## config.mk

```make
export PLATFORM = sky130hd
export DESIGN_NAME = mbox_rx_fifo
export DESIGN_NICKNAME = d
export VERILOG_FILES = /design/src/rtl/mbox_rx_fifo.sv
export SDC_FILE = /design/constraint.sdc
export NUM_CORES = 1
export LEC_CHECK = 0
export ABC_AREA = 1
export BUFFER_PORTS_ARGS = -buffer_cell sky130_fd_sc_hd__buf_2
export CAP_MARGIN = 20
export CORE_ASPECT_RATIO = 1.25
export CORE_MARGIN = 2
export CORE_UTILIZATION = 45
export CTS_CLUSTER_DIAMETER = 60
export CTS_CLUSTER_SIZE = 12
export DETAILED_ROUTE_END_ITERATION = 12
export GPL_ROUTABILITY_DRIVEN = 0
export PLACE_DENSITY = 0.59
export SETUP_SLACK_MARGIN = 0.5
export SYNTH_ARGS = -nofsm -noshare
export SYNTH_HDL_FRONTEND = slang
export SYNTH_SLANG_ARGS = --single-unit
```

## constraint.sdc

```tcl
create_clock -name clk -period 7.8 [get_ports clk]
set_input_delay 0.39 -clock clk [delete_from_list [all_inputs] [get_ports clk]]
set_output_delay 0.39 -clock clk [all_outputs]
set_load 0.01 [all_outputs]
```

## src/rtl/mbox_rx_fifo.sv

```systemverilog
module mbox_rx_fifo #(
  parameter int DEPTH = 8,
  parameter int ID_W  = 8
) (
  input  logic             clk,
  input  logic             rst_n,
  input  logic             in_valid,
  output logic             in_ready,
  input  logic [ID_W-1:0]  in_id,
  input  logic [63:0]      in_data,
  input  logic [5:0]       reg_addr,
  input  logic             reg_wen,
  input  logic [31:0]      reg_wdata,
  output logic [31:0]      reg_rdata,
  output logic             irq
);
  localparam int AW = (DEPTH > 1) ? $clog2(DEPTH) : 1;
  localparam logic [AW-1:0] LAST = AW'(DEPTH - 1);

  logic [ID_W+63:0] mem [DEPTH];
  logic [AW-1:0]    rd_ptr, wr_ptr, rd_nxt, wr_nxt;
  logic             full, pend;
  logic [4:0]       mask;

  wire empty   = (rd_ptr == wr_ptr) && !full;
  wire push    = in_valid && in_ready;
  wire clr_q   = reg_wen && (reg_addr == 6'h10) && (reg_wdata == 32'd0);
  wire pop     = reg_wen && (reg_addr == 6'h0C) && reg_wdata[0] && !empty;
  wire clr_irq = reg_wen && (reg_addr == 6'h18) && reg_wdata[0];
  wire [ID_W+63:0] head = mem[rd_ptr];

  assign rd_nxt   = (rd_ptr == LAST) ? '0 : rd_ptr + 1'b1;
  assign wr_nxt   = (wr_ptr == LAST) ? '0 : wr_ptr + 1'b1;
  assign in_ready = !full;
  assign irq      = pend && !mask[0];

  always_ff @(posedge clk or negedge rst_n) begin
    if (!rst_n) begin
      rd_ptr <= '0;
      wr_ptr <= '0;
      full   <= 1'b0;
    end else if (clr_q) begin
      rd_ptr <= '0;
      wr_ptr <= '0;
      full   <= 1'b0;
    end else begin
      if (push) wr_ptr <= wr_nxt;
      if (pop)  rd_ptr <= rd_nxt;
      if (push && !pop && (wr_nxt == rd_ptr)) full <= 1'b1;
      else if (pop && !push)                  full <= 1'b0;
    end
  end

  always_ff @(posedge clk)
    if (push && !clr_q) mem[wr_ptr] <= {in_id, in_data};

  always_ff @(posedge clk or negedge rst_n) begin
    if (!rst_n) begin
      pend <= 1'b0;
      mask <= 5'h1F;
    end else begin
      if (clr_irq)     pend <= 1'b0;
      else if (!empty) pend <= 1'b1;
      if (reg_wen && reg_addr == 6'h1C) mask <= reg_wdata[4:0];
    end
  end

  always_comb begin
    case (reg_addr)
      6'h00:   reg_rdata = 32'(head[ID_W+63:64]);
      6'h04:   reg_rdata = head[31:0];
      6'h08:   reg_rdata = head[63:32];
      6'h14:   reg_rdata = {8'(rd_ptr), 8'(wr_ptr), 13'd0, full, 2'b00};
      6'h18:   reg_rdata = {31'd0, pend};
      6'h1C:   reg_rdata = {27'd0, mask};
      6'h24:   reg_rdata = 32'(DEPTH - 1);
      default: reg_rdata = 32'd0;
    endcase
  end

  assert_full_blocks_push_R1: assert property (@(posedge clk) disable iff (!rst_n)
    (full && !pop && !clr_q) |=> $stable(wr_ptr));
  assert_empty_pop_noop_R3: assert property (@(posedge clk) disable iff (!rst_n)
    (empty && reg_wen && reg_addr == 6'h0C && !push && !clr_q) |=> $stable(rd_ptr));
  assert_queue_clear_R6: assert property (@(posedge clk) disable iff (!rst_n)
    clr_q |=> (rd_ptr == '0 && wr_ptr == '0 && !full));
  assert_pending_resets_R7: assert property (@(posedge clk) disable iff (!rst_n)
    (!empty && !clr_irq) |=> pend);
  assert_irq_gated_R8: assert property (@(posedge clk) disable iff (!rst_n)
    $rose(irq) |-> !mask[0]);
endmodule

```

Yosys cells after proc, flatten, opt, wreduce, memory -nomap -nowiden --
Memories as Yosys holds them, arrays and structs flattened. Index checks and enable logic that the tools add are counted.
Operators by class: equality and inequality tests 13, add/subtract/negate cells 2, shifts and indexed selects 0, magnitude comparators 0, $mul 0, reduce and logical (&&, ||, !) cells 26, bitwise operators 0, multiplexer cells 14, divide/modulo/power cells 0
Operators with widths (number):
- $pmux W32 S7 | 1
- $logic_not A32 Y1 | 1
- $eq A6 B5 Y1 const B | 4
- $mux W3 | 6
- $logic_and A1 B1 Y1 | 15
- $eq A6 B4 Y1 const B | 2
- $mux W1 | 7
- $add A3 B1 Y3 const B | 2
- $eq A3 B3 Y1 | 2
- $eq A3 B3 Y1 const B | 2
- $eq A6 B3 Y1 const B | 1
- $eq A6 B6 Y1 const B | 1
- $logic_not A1 Y1 | 6
- $logic_not A6 Y1 | 1
- $reduce_bool A2 Y1 | 2
- $reduce_bool A3 Y1 | 1
- $ne A2 B1 Y1 const B | 1
Storage, ports and cells: memories kept 1, logic and storage cells 61, bits in latches 0, bits in writable memories 576, ROM bits 0, register bits 13, output and inout bits 34
Memory list:
- mem | words 8, bits a word 72, read ports 1, clocked after memory_dff 0, wr ports 1, RTL line 20 | logic [ID_W+63:0] mem [DEPTH];

Longest topological paths before layout --
Gate-level depths: netlist (run 1).
depth in word-level cells 9, mapped depth 12, depth with buffers taken out 9

Worst setup path before layout (run 1) --
OpenSTA, ideal clock, no wires.
path type input-to-reg, from in reg_addr[4], to mem mem[0][0] (netlist name) (enable), path buffers 0, path slack 3363 ps, stages on the path 9, library setup time 503 ps, arrival time 3934 ps, cells stage by stage inv_1 > nor2_1 > nand2_1 > nor2_1 > inv_1 > nor2_1 > nand2_1 > nand2_1 > nor2_1
Between the ends: word-level cells in the longest chain between the ends 7
Ends and longest elaborated chain:
- from (decl) | RTL line 11 | input logic [5:0] reg_addr,
- $eq A6 B5 Y1 | RTL line 27 | wire clr_q = reg_wen && (reg_addr == 6'h10) && (reg_wdata == 32'd0);
- $logic_and A1 B1 Y1 (2 in a row) | RTL line 27
- $logic_not A1 Y1 | RTL line 55 | if (push && !clr_q) mem[wr_ptr] <= {in_id, in_data};
- $logic_and A1 B1 Y1 | RTL line 55
- $mux W1 | RTL line 55
- $mux W1 (implied by the code) | RTL line 55
- to (decl) | RTL line 20
No other way between the ends.

Worst setup path in the final report (run 1) --
from reg rd_ptr[0], to out reg_rdata[9]
Between the ends: word-level cells in the longest chain between the ends 2
Ends and longest elaborated chain:
- from (decl) | RTL line 21 | logic [AW-1:0] rd_ptr, wr_ptr, rd_nxt, wr_nxt;
- from (signal assigned) | RTL line 48 | if (pop) rd_ptr <= rd_nxt;
- $mem_v2 Z8 W72
- $pmux W32 S7 | RTL line 69 | case (reg_addr)
- to (decl) | RTL line 14 | output logic [31:0] reg_rdata,
No other way between the ends.

==> metrics.txt, run 1 <==
# TYPE chip_impl_metric gauge
chip_impl_info{name="status",value="finished clean"} 1
chip_impl_metric{name="netlist-cell-type-count",unit=""} 31
chip_impl_metric{name="vdd_ir_drop_max",unit="uV"} 206.8
chip_impl_metric{name="insertion_delay",unit="ps"} 630
chip_impl_metric{name="cap_violations",unit=""} 0
chip_impl_metric{name="finalHoldViolCount",unit=""} 0
chip_impl_metric{name="power.internal",unit="uW"} 5356
chip_impl_metric{name="yosys_warnings",unit=""} 0
chip_impl_info{name="crit_path_start",value="rd_ptr[0]"} 1
chip_impl_metric{name="initial_utilization",unit="%"} 45.36
chip_impl_metric{name="ff2ff_setup_slack",unit="ps"} 4380
chip_impl_metric{name="grt_pass1_wl",unit="um"} 92430
chip_impl_metric{name="number_of_nets_produced_by_synthesis",unit=""} 2151
chip_impl_metric{name="placement.io_buffers",unit=""} 147
chip_impl_metric{name="maxClockFrequency",unit="MHz"} 226.0
chip_impl_metric{name="count_of_cell_instances_traversed_by_the_critical_path",unit=""} 8
chip_impl_metric{name="dp.cells",unit=""} 2811
chip_impl_metric{name="route.antenna.remaining_nets",unit=""} 0
chip_impl_metric{name="drt-vias-per-instance",unit=""} 5.369
chip_impl_metric{name="utilization_after_layout",unit="%"} 50.61
chip_impl_metric{name="postSynthRegisterBits",unit=""} 589
chip_impl_metric{name="grt_overflow_total",unit=""} 0
chip_impl_metric{name="die_w",unit="um"} 211.9
chip_impl_metric{name="postRouteWirelength",unit="um"} 60140
chip_impl_metric{name="worst_hold_slack",unit="ps"} 30.76
chip_impl_metric{name="critical_path_required",unit="ps"} 7410
chip_impl_metric{name="switching_share",unit="%"} 25.87
chip_impl_metric{name="htree_levels",unit=""} 2
chip_impl_metric{name="grtUsageTotal",unit="%"} 21.85
chip_impl_info{name="slowest_stage",value="sky130_fd_sc_hd__buf_4"} 1
chip_impl_metric{name="number_of_enable_type_register_cells_in_the_synthesized_netlist",unit=""} 576
chip_impl_metric{name="wl_per_cell",unit="um"} 20.77
chip_impl_metric{name="hpwl",unit="um"} 32610
chip_impl_metric{name="finalSetupViolCount",unit=""} 0
chip_impl_metric{name="share_comb_of_total_power",unit="%"} 12.3
chip_impl_metric{name="die_height",unit="um"} 263.9
chip_impl_metric{name="pwr_cell_area",unit="nW/um^2"} 266.3
chip_impl_metric{name="seq_power_share",unit="%"} 54.3
chip_impl_info{name="crit_path_cell_chain",value="inv_8, buf_16, buf_4, nor2_1, o211ai_1, nand3_1, nand2_1, buf_2"} 1
chip_impl_info{name="cp-end-kind",value="primary output"} 1
chip_impl_metric{name="pin_count",unit=""} 148
chip_impl_info{name="r2r-end",value="mem[2][62]"} 1
chip_impl_metric{name="drc_viols",unit=""} 0
chip_impl_info{name="cts_tree",value="yes"} 1
chip_impl_metric{name="p_leak",unit="uW"} 0.009717
chip_impl_metric{name="worst_clock_skew",unit="ps"} 30.39
chip_impl_metric{name="grt_start_max_net_pins",unit=""} 202
chip_impl_metric{name="period_minus_slack",unit="ps"} 4425
chip_impl_metric{name="detailroute.via_count",unit=""} 15543
chip_impl_metric{name="crit_path_max_fanout",unit=""} 163
chip_impl_metric{name="clockBufferDepth",unit=""} 3
chip_impl_metric{name="worst_slew_margin_rel",unit="%"} 31.21
chip_impl_metric{name="timing.final.crit_share",unit="%"} 56.73
chip_impl_metric{name="number_of_rows_created_at_floorplan",unit=""} 95
chip_impl_info{name="setup.worst_path.end",value="reg_rdata[9]"} 1
chip_impl_metric{name="p_sw",unit="uW"} 1869
chip_impl_metric{name="initial_antenna_violation_count",unit=""} 12
chip_impl_info{name="timing.setup.critical_path_class",value="flip-flop to primary output"} 1
chip_impl_info{name="min_path_type",value="primary input to flip-flop"} 1
chip_impl_metric{name="finalSetupTns",unit="ps"} 0
chip_impl_info{name="postSynth.topFlopCell",value="sky130_fd_sc_hd__edfxtp_1"} 1
chip_impl_metric{name="drive_above_1_share",unit="%"} 12.35
chip_impl_metric{name="first_global_vias",unit=""} 15431
chip_impl_metric{name="slowest_delay",unit="ps"} 820
chip_impl_metric{name="detailed_router_iteration_count_before_antenna_repair",unit=""} 6
chip_impl_metric{name="postSynth.asyncResetShare",unit="%"} 2.207
chip_impl_info{name="clockRootBuffer",value="sky130_fd_sc_hd__clkbuf_16"} 1
chip_impl_metric{name="mappedNetlistArea",unit="um^2"} 24320
chip_impl_info{name="regToRegStartpoint",value="full"} 1
chip_impl_metric{name="dr.first_iter.drc_count",unit=""} 1310
chip_impl_metric{name="cts_made_buffers",unit=""} 56
chip_impl_metric{name="fin_area",unit="um^2"} 27130
chip_impl_metric{name="rr_worst_depth",unit=""} 6
chip_impl_metric{name="final-instance-count-excl-fill",unit=""} 2895
chip_impl_metric{name="cts.sink_count",unit=""} 589
chip_impl_metric{name="layout.nets",unit=""} 2265
chip_impl_metric{name="areaGrowthSynthToFinish",unit="%"} 11.58
chip_impl_metric{name="post_cts_resize_count",unit=""} 0
chip_impl_info{name="grt_setup_unrepaired",value="false"} 1
chip_impl_info{name="hp-start",value="in_data[13]"} 1
chip_impl_metric{name="pwr-share-clk",unit="%"} 33.4
chip_impl_metric{name="slew_violations",unit=""} 0
chip_impl_metric{name="arrival",unit="ps"} 4040
chip_impl_metric{name="clk_pin_slew",unit="ps"} 60
chip_impl_metric{name="placedInstanceArea",unit="um^2"} 25480
chip_impl_metric{name="syn-instance-count",unit=""} 2033
chip_impl_metric{name="syn_avg_cell_area",unit="um^2"} 11.96
chip_impl_info{name="cell_type_group_with_the_largest_total_delay_on_the_critical_path",value="buffers and inverters"} 1
chip_impl_metric{name="synth.yosys.seq_area_share",unit="%"} 72.50
chip_impl_metric{name="nFillCells",unit=""} 4674
chip_impl_metric{name="core_area",unit="um^2"} 53610
chip_impl_metric{name="cp_num_buf_inv",unit=""} 4
chip_impl_metric{name="tightestPinTransition",unit="ps"} 1032
chip_impl_info{name="cp-start-kind",value="flip-flop"} 1
chip_impl_metric{name="design.die.area",unit="um^2"} 55920
sequential cells by signal, indices dropped and copies added, names as in the netlist:
signal	flops
rd_ptr	3
pend	1
mask	5
mem	576
wr_ptr	3
full	1
cells in the final DEF (no fill, tap or decap), types with 2 or more instances in the layout:
cell / count
sky130_fd_sc_hd__dfstp_2: 5
sky130_fd_sc_hd__xor2_1: 2
sky130_fd_sc_hd__o21ai_0: 200
sky130_fd_sc_hd__nor3_1: 2
sky130_fd_sc_hd__nor2_1: 406
sky130_fd_sc_hd__ha_1: 4
sky130_fd_sc_hd__buf_4: 25
sky130_fd_sc_hd__edfxtp_1: 576
sky130_fd_sc_hd__o211ai_1: 82
sky130_fd_sc_hd__nand2_1: 264
sky130_fd_sc_hd__clkbuf_1: 10
sky130_fd_sc_hd__clkinvlp_4: 2
sky130_fd_sc_hd__nor2_4: 11
sky130_fd_sc_hd__buf_2: 147
sky130_fd_sc_hd__inv_2: 2
sky130_fd_sc_hd__o21ai_1: 28
sky130_fd_sc_hd__dlygate4sd3_1: 2
sky130_fd_sc_hd__diode_2: 6
sky130_fd_sc_hd__nand4_1: 3
sky130_fd_sc_hd__nand3_1: 201
sky130_fd_sc_hd__clkbuf_16: 57
sky130_fd_sc_hd__nand2_2: 3
sky130_fd_sc_hd__buf_16: 3
sky130_fd_sc_hd__dfrtp_1: 5
sky130_fd_sc_hd__dfrtp_4: 3
sky130_fd_sc_hd__inv_1: 105
metrics by stage:
| step | power [uW] | worst slack (ps) |
|---|---|---|
| final | 7225 | 3375 |
| after CTS | 7290 | 3288 |
| after floorplan | 4598 | 3363 |
| after detailed placement | 4883 | 3933 |
| after global placement | 4853 | 3982 |
| after global routing | 7532 | 3094 |
power by group through the flow:
stage	Combinational, uW	Clock [uW]	Sequential [uW]
after floorplan	633	0	3960
after global placement	868	0	3980
after detailed placement	891	0	3990
after CTS	894	2470	3930
after global routing	1010	2580	3950
final	886	2420	3920
kinds of logic after synthesis:
family                   Yosys count  synth area share (%)
AND/OR/NAND/NOR                  894                 15.04
AO/OA/AOI/OAI                    314                 7.348
buffers and inverters            229                 4.801
adder cells (fa/ha/maj)            4                0.2058
flip-flops                       589                 72.50
XOR/XNOR                           3                0.1081
Yosys cell counts, drive strengths merged, types with 2 or more instances:
master    n  area share, %
a21oi     2          0.057
buf      86            2.6
clkbuf   35           0.54
dfrtp     8           0.82
dfstp     5           0.54
edfxtp  576             71
ha        4           0.21
inv     108            1.7
nand2   268            4.2
nand3   201            4.1
nand4     3          0.077
nor2    418            6.5
nor3      3          0.082
o211ai   82            2.5
o21ai   228            4.7
xor2      2          0.072
what timing repair did:
action	CTS	global route
hold buffers	2	0
buffers inserted	0	0
endpoints found under the hold margin	14	0
per-layer routing:
metal / vias to the layer above / routed length (um) / global-route usage [%]
li1: 7341 / - / -
met4: 2 / 1886 / 8.413
met2: 394 / 31180 / 38.03
met3: 119 / 2904 / 3.780
met1: 7687 / 24160 / 27.06
met5: - / 11 / 0
area by class of cell:
cell class | count | area, um^2 | share of cell area, %
antenna | 6 | 15.01 | 0.05534
clock buffer | 67 | 1464 | 5.395
clock inverter | 6 | 75.07 | 0.2767
inverter | 108 | 412.9 | 1.522
multi-input combinational | 1215 | 5590 | 20.60
sequential | 589 | 17640 | 65.01
tap | 727 | 909.6 | 3.353
timing repair buffer | 177 | 1026 | 3.781
worst min-delay path by stage:
stage,to,depth (start not counted),slack [ps]
after floorplan,full,0,90
after global placement,pend,1,300
after detailed placement,pend,1,310
after CTS,mem[3][10],1,0.5
after global routing,mem[0][29],1,20
final,mem[1][13],1,30
(Power assumes the default switching activity.)
==> run 2, diff against run 1 <==
--- a/config.mk
+++ b/config.mk
@@ -5,7 +5,7 @@
 export SDC_FILE = /design/constraint.sdc
 export NUM_CORES = 1
 export LEC_CHECK = 0
-export ABC_AREA = 1
+export ABC_AREA = 0
 export BUFFER_PORTS_ARGS = -buffer_cell sky130_fd_sc_hd__buf_2
 export CAP_MARGIN = 20
 export CORE_ASPECT_RATIO = 1.25
@@ -15,7 +15,7 @@
 export CTS_CLUSTER_SIZE = 12
 export DETAILED_ROUTE_END_ITERATION = 12
 export GPL_ROUTABILITY_DRIVEN = 0
-export PLACE_DENSITY = 0.59
+export PLACE_DENSITY = 0.62
 export SETUP_SLACK_MARGIN = 0.5
 export SYNTH_ARGS = -nofsm -noshare
 export SYNTH_HDL_FRONTEND = slang
==> constraint.sdc (replaced) <==
create_clock -name clk -period 4 [get_ports clk]
set_input_delay 0.2 -clock clk [delete_from_list [all_inputs] [get_ports clk]]
set_output_delay 0.2 -clock clk [all_outputs]
set_load 0.01 [all_outputs]
==> metrics.txt, run 2 <==
# TYPE chip_impl_metric gauge
chip_impl_metric{name="worst_hold_slack",unit="ps"} 33.35
chip_impl_metric{name="grt_pass1_wl",unit="um"} 76000
chip_impl_metric{name="finalSetupTns",unit="ps"} 0
chip_impl_metric{name="finalHoldViolCount",unit=""} 0
chip_impl_metric{name="dr.first_iter.drc_count",unit=""} 727
chip_impl_metric{name="ff2ff_setup_slack",unit="ps"} 1150
chip_impl_metric{name="pwr-share-clk",unit="%"} 37.4
chip_impl_metric{name="initial_utilization",unit="%"} 45.48
chip_impl_info{name="most-common-layout-cells",value="sky130_fd_sc_hd__edfxtp_1, sky130_fd_sc_hd__buf_2, sky130_fd_sc_hd__mux4_2"} 1
chip_impl_info{name="synth_most_common_cell",value="sky130_fd_sc_hd__edfxtp_1"} 1
chip_impl_metric{name="slowest_delay",unit="ps"} 870
chip_impl_metric{name="place_ws",unit="ps"} 1294
chip_impl_metric{name="timing.final.crit_share",unit="%"} 82.74
chip_impl_info{name="timing.setup.critical_path_class",value="flip-flop to primary output"} 1
chip_impl_metric{name="cp_num_buf_inv",unit=""} 2
chip_impl_metric{name="placement.io_buffers",unit=""} 147
chip_impl_info{name="synth.top_cells.by_area",value="sky130_fd_sc_hd__edfxtp_1, sky130_fd_sc_hd__mux4_2, sky130_fd_sc_hd__mux2i_1"} 1
chip_impl_metric{name="route.antenna.remaining_nets",unit=""} 0
chip_impl_metric{name="netlist-cell-type-count",unit=""} 46
chip_impl_info{name="setup.worst_path.end",value="reg_rdata[19]"} 1
chip_impl_info{name="reg.largest.list",value="mem: 576 flops, mask: 5 flops"} 1
chip_impl_metric{name="design.die.area",unit="um^2"} 52670
chip_impl_metric{name="wl_per_cell",unit="um"} 25.28
chip_impl_metric{name="mappedNetlistArea",unit="um^2"} 22880
chip_impl_metric{name="arrival",unit="ps"} 3110
chip_impl_metric{name="syn-instance-count",unit=""} 1055
chip_impl_metric{name="fin_area",unit="um^2"} 27130
chip_impl_metric{name="post-synth-top-area-fraction",unit="%"} 75.60
chip_impl_metric{name="pwr_cell_area",unit="nW/um^2"} 481.3
chip_impl_metric{name="grt_start_max_net_pins",unit=""} 52
chip_impl_metric{name="insertion_delay",unit="ps"} 620
chip_impl_metric{name="final-instance-count-excl-fill",unit=""} 2007
chip_impl_metric{name="largest_register_ff_count",unit=""} 576
chip_impl_metric{name="drc_viols",unit=""} 0
chip_impl_metric{name="die_height",unit="um"} 256.1
chip_impl_info{name="clockRootBuffer",value="sky130_fd_sc_hd__clkbuf_16"} 1
chip_impl_metric{name="dp.cells",unit=""} 1842
chip_impl_metric{name="seq_power_share",unit="%"} 54.3
chip_impl_info{name="crit_path_start",value="rd_ptr[1]"} 1
chip_impl_metric{name="initial_antenna_violation_count",unit=""} 2
chip_impl_metric{name="grtUsageTotal",unit="%"} 19.59
chip_impl_metric{name="fin_ws",unit="ps"} 690.3
chip_impl_info{name="postSynth.topFlopCell",value="sky130_fd_sc_hd__edfxtp_1"} 1
chip_impl_metric{name="htree_levels",unit=""} 2
chip_impl_info{name="r2r-end",value="pend"} 1
chip_impl_metric{name="postRouteWirelength",unit="um"} 50740
chip_impl_metric{name="cts.sink_count",unit=""} 589
chip_impl_metric{name="die_w",unit="um"} 205.7
chip_impl_metric{name="crit_path_max_fanout",unit=""} 45
chip_impl_metric{name="worst_clock_skew",unit="ps"} 19.98
chip_impl_metric{name="syn_avg_cell_area",unit="um^2"} 21.69
chip_impl_metric{name="clk_pin_slew",unit="ps"} 60
chip_impl_metric{name="yosys_warnings",unit=""} 0
chip_impl_metric{name="hpwl",unit="um"} 29760
chip_impl_metric{name="cap_violations",unit=""} 0
chip_impl_metric{name="postSynthRegisterBits",unit=""} 589
chip_impl_info{name="registers.top_by_ff_count",value="mem"} 1
chip_impl_metric{name="maxClockFrequency",unit="MHz"} 302.1
chip_impl_info{name="crit_path_cell_chain",value="buf_4, mux4_2, mux2i_1, o22ai_1, buf_2"} 1
chip_impl_metric{name="clockBufferDepth",unit=""} 3
chip_impl_info{name="cp-start-kind",value="flip-flop"} 1
chip_impl_info{name="grt_setup_unrepaired",value="false"} 1
chip_impl_metric{name="number_of_rows_created_at_floorplan",unit=""} 92
chip_impl_metric{name="cts_made_buffers",unit=""} 56
chip_impl_metric{name="power.internal",unit="uW"} 10250
chip_impl_metric{name="vdd_ir_drop_max",unit="uV"} 369.0
chip_impl_metric{name="critical_path_required",unit="ps"} 3800
chip_impl_info{name="cts_tree",value="yes"} 1
chip_impl_metric{name="p_sw",unit="uW"} 2806
chip_impl_info{name="cp-end-kind",value="primary output"} 1
chip_impl_metric{name="switching_share",unit="%"} 21.49
chip_impl_metric{name="postSynth.asyncResetShare",unit="%"} 2.207
chip_impl_metric{name="post_cts_resize_count",unit=""} 0
chip_impl_metric{name="pin_count",unit=""} 148
chip_impl_metric{name="synth.yosys.seq_area_share",unit="%"} 77.05
chip_impl_info{name="status",value="finished clean"} 1
chip_impl_metric{name="holdBufCountCts",unit=""} 81
chip_impl_info{name="layout.cells.most_common",value="sky130_fd_sc_hd__edfxtp_1"} 1
chip_impl_metric{name="areaGrowthSynthToFinish",unit="%"} 18.57
chip_impl_info{name="regToRegStartpoint",value="rd_ptr[1]"} 1
chip_impl_metric{name="core_area",unit="um^2"} 50300
chip_impl_metric{name="number_of_nets_produced_by_synthesis",unit=""} 1173
chip_impl_metric{name="placedInstanceArea",unit="um^2"} 24690
chip_impl_metric{name="period_minus_slack",unit="ps"} 3310
chip_impl_metric{name="count_of_cell_instances_traversed_by_the_critical_path",unit=""} 5
chip_impl_info{name="slowest_stage",value="sky130_fd_sc_hd__dfrtp_4"} 1
chip_impl_info{name="netlist.top_cell.by_area",value="sky130_fd_sc_hd__edfxtp_1"} 1
chip_impl_metric{name="rr_worst_depth",unit=""} 6
chip_impl_metric{name="first_global_vias",unit=""} 12133
chip_impl_metric{name="finalSetupViolCount",unit=""} 0
chip_impl_metric{name="slew_violations",unit=""} 0
chip_impl_metric{name="drive_above_1_share",unit="%"} 29.90
chip_impl_info{name="min_path_type",value="primary input to async pin"} 1
chip_impl_metric{name="nFillCells",unit=""} 3872
chip_impl_metric{name="cts.repair_timing.setup_buffer_count",unit=""} 0
chip_impl_info{name="post_synth_most_frequent_cells",value="sky130_fd_sc_hd__edfxtp_1, sky130_fd_sc_hd__mux4_2, sky130_fd_sc_hd__mux2i_1"} 1
chip_impl_metric{name="drt-vias-per-instance",unit=""} 5.745
chip_impl_metric{name="layout.nets",unit=""} 1441
chip_impl_info{name="cell_type_group_with_the_largest_total_delay_on_the_critical_path",value="flip-flops"} 1
chip_impl_metric{name="tightestPinTransition",unit="ps"} 971.4
chip_impl_metric{name="share_comb_of_total_power",unit="%"} 8.4
chip_impl_metric{name="number_of_enable_type_register_cells_in_the_synthesized_netlist",unit=""} 576
chip_impl_metric{name="worst_slew_margin_rel",unit="%"} 35.08
chip_impl_metric{name="detailed_router_iteration_count_before_antenna_repair",unit=""} 5
chip_impl_metric{name="detailroute.via_count",unit=""} 11530
chip_impl_metric{name="grt_overflow_total",unit=""} 0
chip_impl_metric{name="p_leak",unit="uW"} 0.008585
-- run 2: cell types whose count changed in the layout (fill, tap and decap cells not counted), moves of 92 or more --
cell                      previous run  this run
sky130_fd_sc_hd__nor2_1            406        11
sky130_fd_sc_hd__nand3_1           201        10
sky130_fd_sc_hd__nand2_1           264        15
sky130_fd_sc_hd__mux2i_1             0        92
sky130_fd_sc_hd__mux4_2              0       123
sky130_fd_sc_hd__o21ai_0           200         6
sky130_fd_sc_hd__inv_1             105         1
-- run 2: metal layers --
metal  track usage (%)  vias to the layer above  wire (um)
li1                  -                     5002          -
met1             25.75                     6120      20820
met2             33.80                      347      26250
met3             3.132                       61       2704
met4             5.436                        0        963
met5                 0                        -          0
-- run 2: worst min-delay path by stage --
stage,startpoint,to,cells after the start
CTS,rst_n,rd_ptr[2],2
detailed placement,rst_n,pend,1
finish,rst_n,wr_ptr[2],2
global placement,rst_n,pend,1
floorplan,rst_n,full,0
global route,rst_n,wr_ptr[2],2
-- run 2: metrics by stage --
stage                     util [%]  total power, uW
after CTS                    53.92            13200
final                        53.93            13060
after global routing         53.93            13490
after detailed placement     49.09             8265
after global placement       49.09             8237
after floorplan                  -             7897
-- run 2: worst register-to-register path, delay by kind of cell, from the launching register on --
family | cells | cell delay (ps)
xor+xnor | 1 | 170
simple gates | 2 | 710
buf+inv | 2 | 940
compound gates | 1 | 50
flops | 1 | 870
-- run 2: area by class of cell --
cell class	instances	area [um^2]	area share (%)
Antenna cell	1	2.502	0.009225
Clock buffer	78	1526	5.627
Clock inverter	5	92.59	0.3413
Inverter	1	3.754	0.01384
Multi-Input combinational cell	409	5157	19.01
Sequential cell	589	17640	65.02
Tap cell	658	823.3	3.035
Timing Repair Buffer	266	1882	6.937
-- run 2: logic make-up (layout without fill, tap and decap cells) --
family | after synthesis | in the layout | share of synthesized area [%]
other | 0 | 1 | 0
AO/OA/AOI/OAI | 81 | 81 | 2.450
buffers and inverters | 57 | 350 | 1.083
flip-flops | 589 | 589 | 77.05
AND/OR/NAND/NOR | 94 | 94 | 2.373
adder cells (fa/ha/maj) | 4 | 4 | 0.2188
multiplexers | 226 | 226 | 16.67
XOR/XNOR | 4 | 4 | 0.1531
-- run 2: power groups by stage --
| stage | logic (uW) | clock network [uW] | registers, uW |
|---|---|---|---|
| 2_1_floorplan | 743 | 0 | 7150 |
| 3_3_place_gp | 1030 | 0 | 7210 |
| 3_5_place_dp | 1050 | 0 | 7220 |
| 4_1_cts | 1120 | 4990 | 7090 |
| 5_1_grt | 1190 | 5200 | 7100 |
| 6_report | 1090 | 4880 | 7080 |
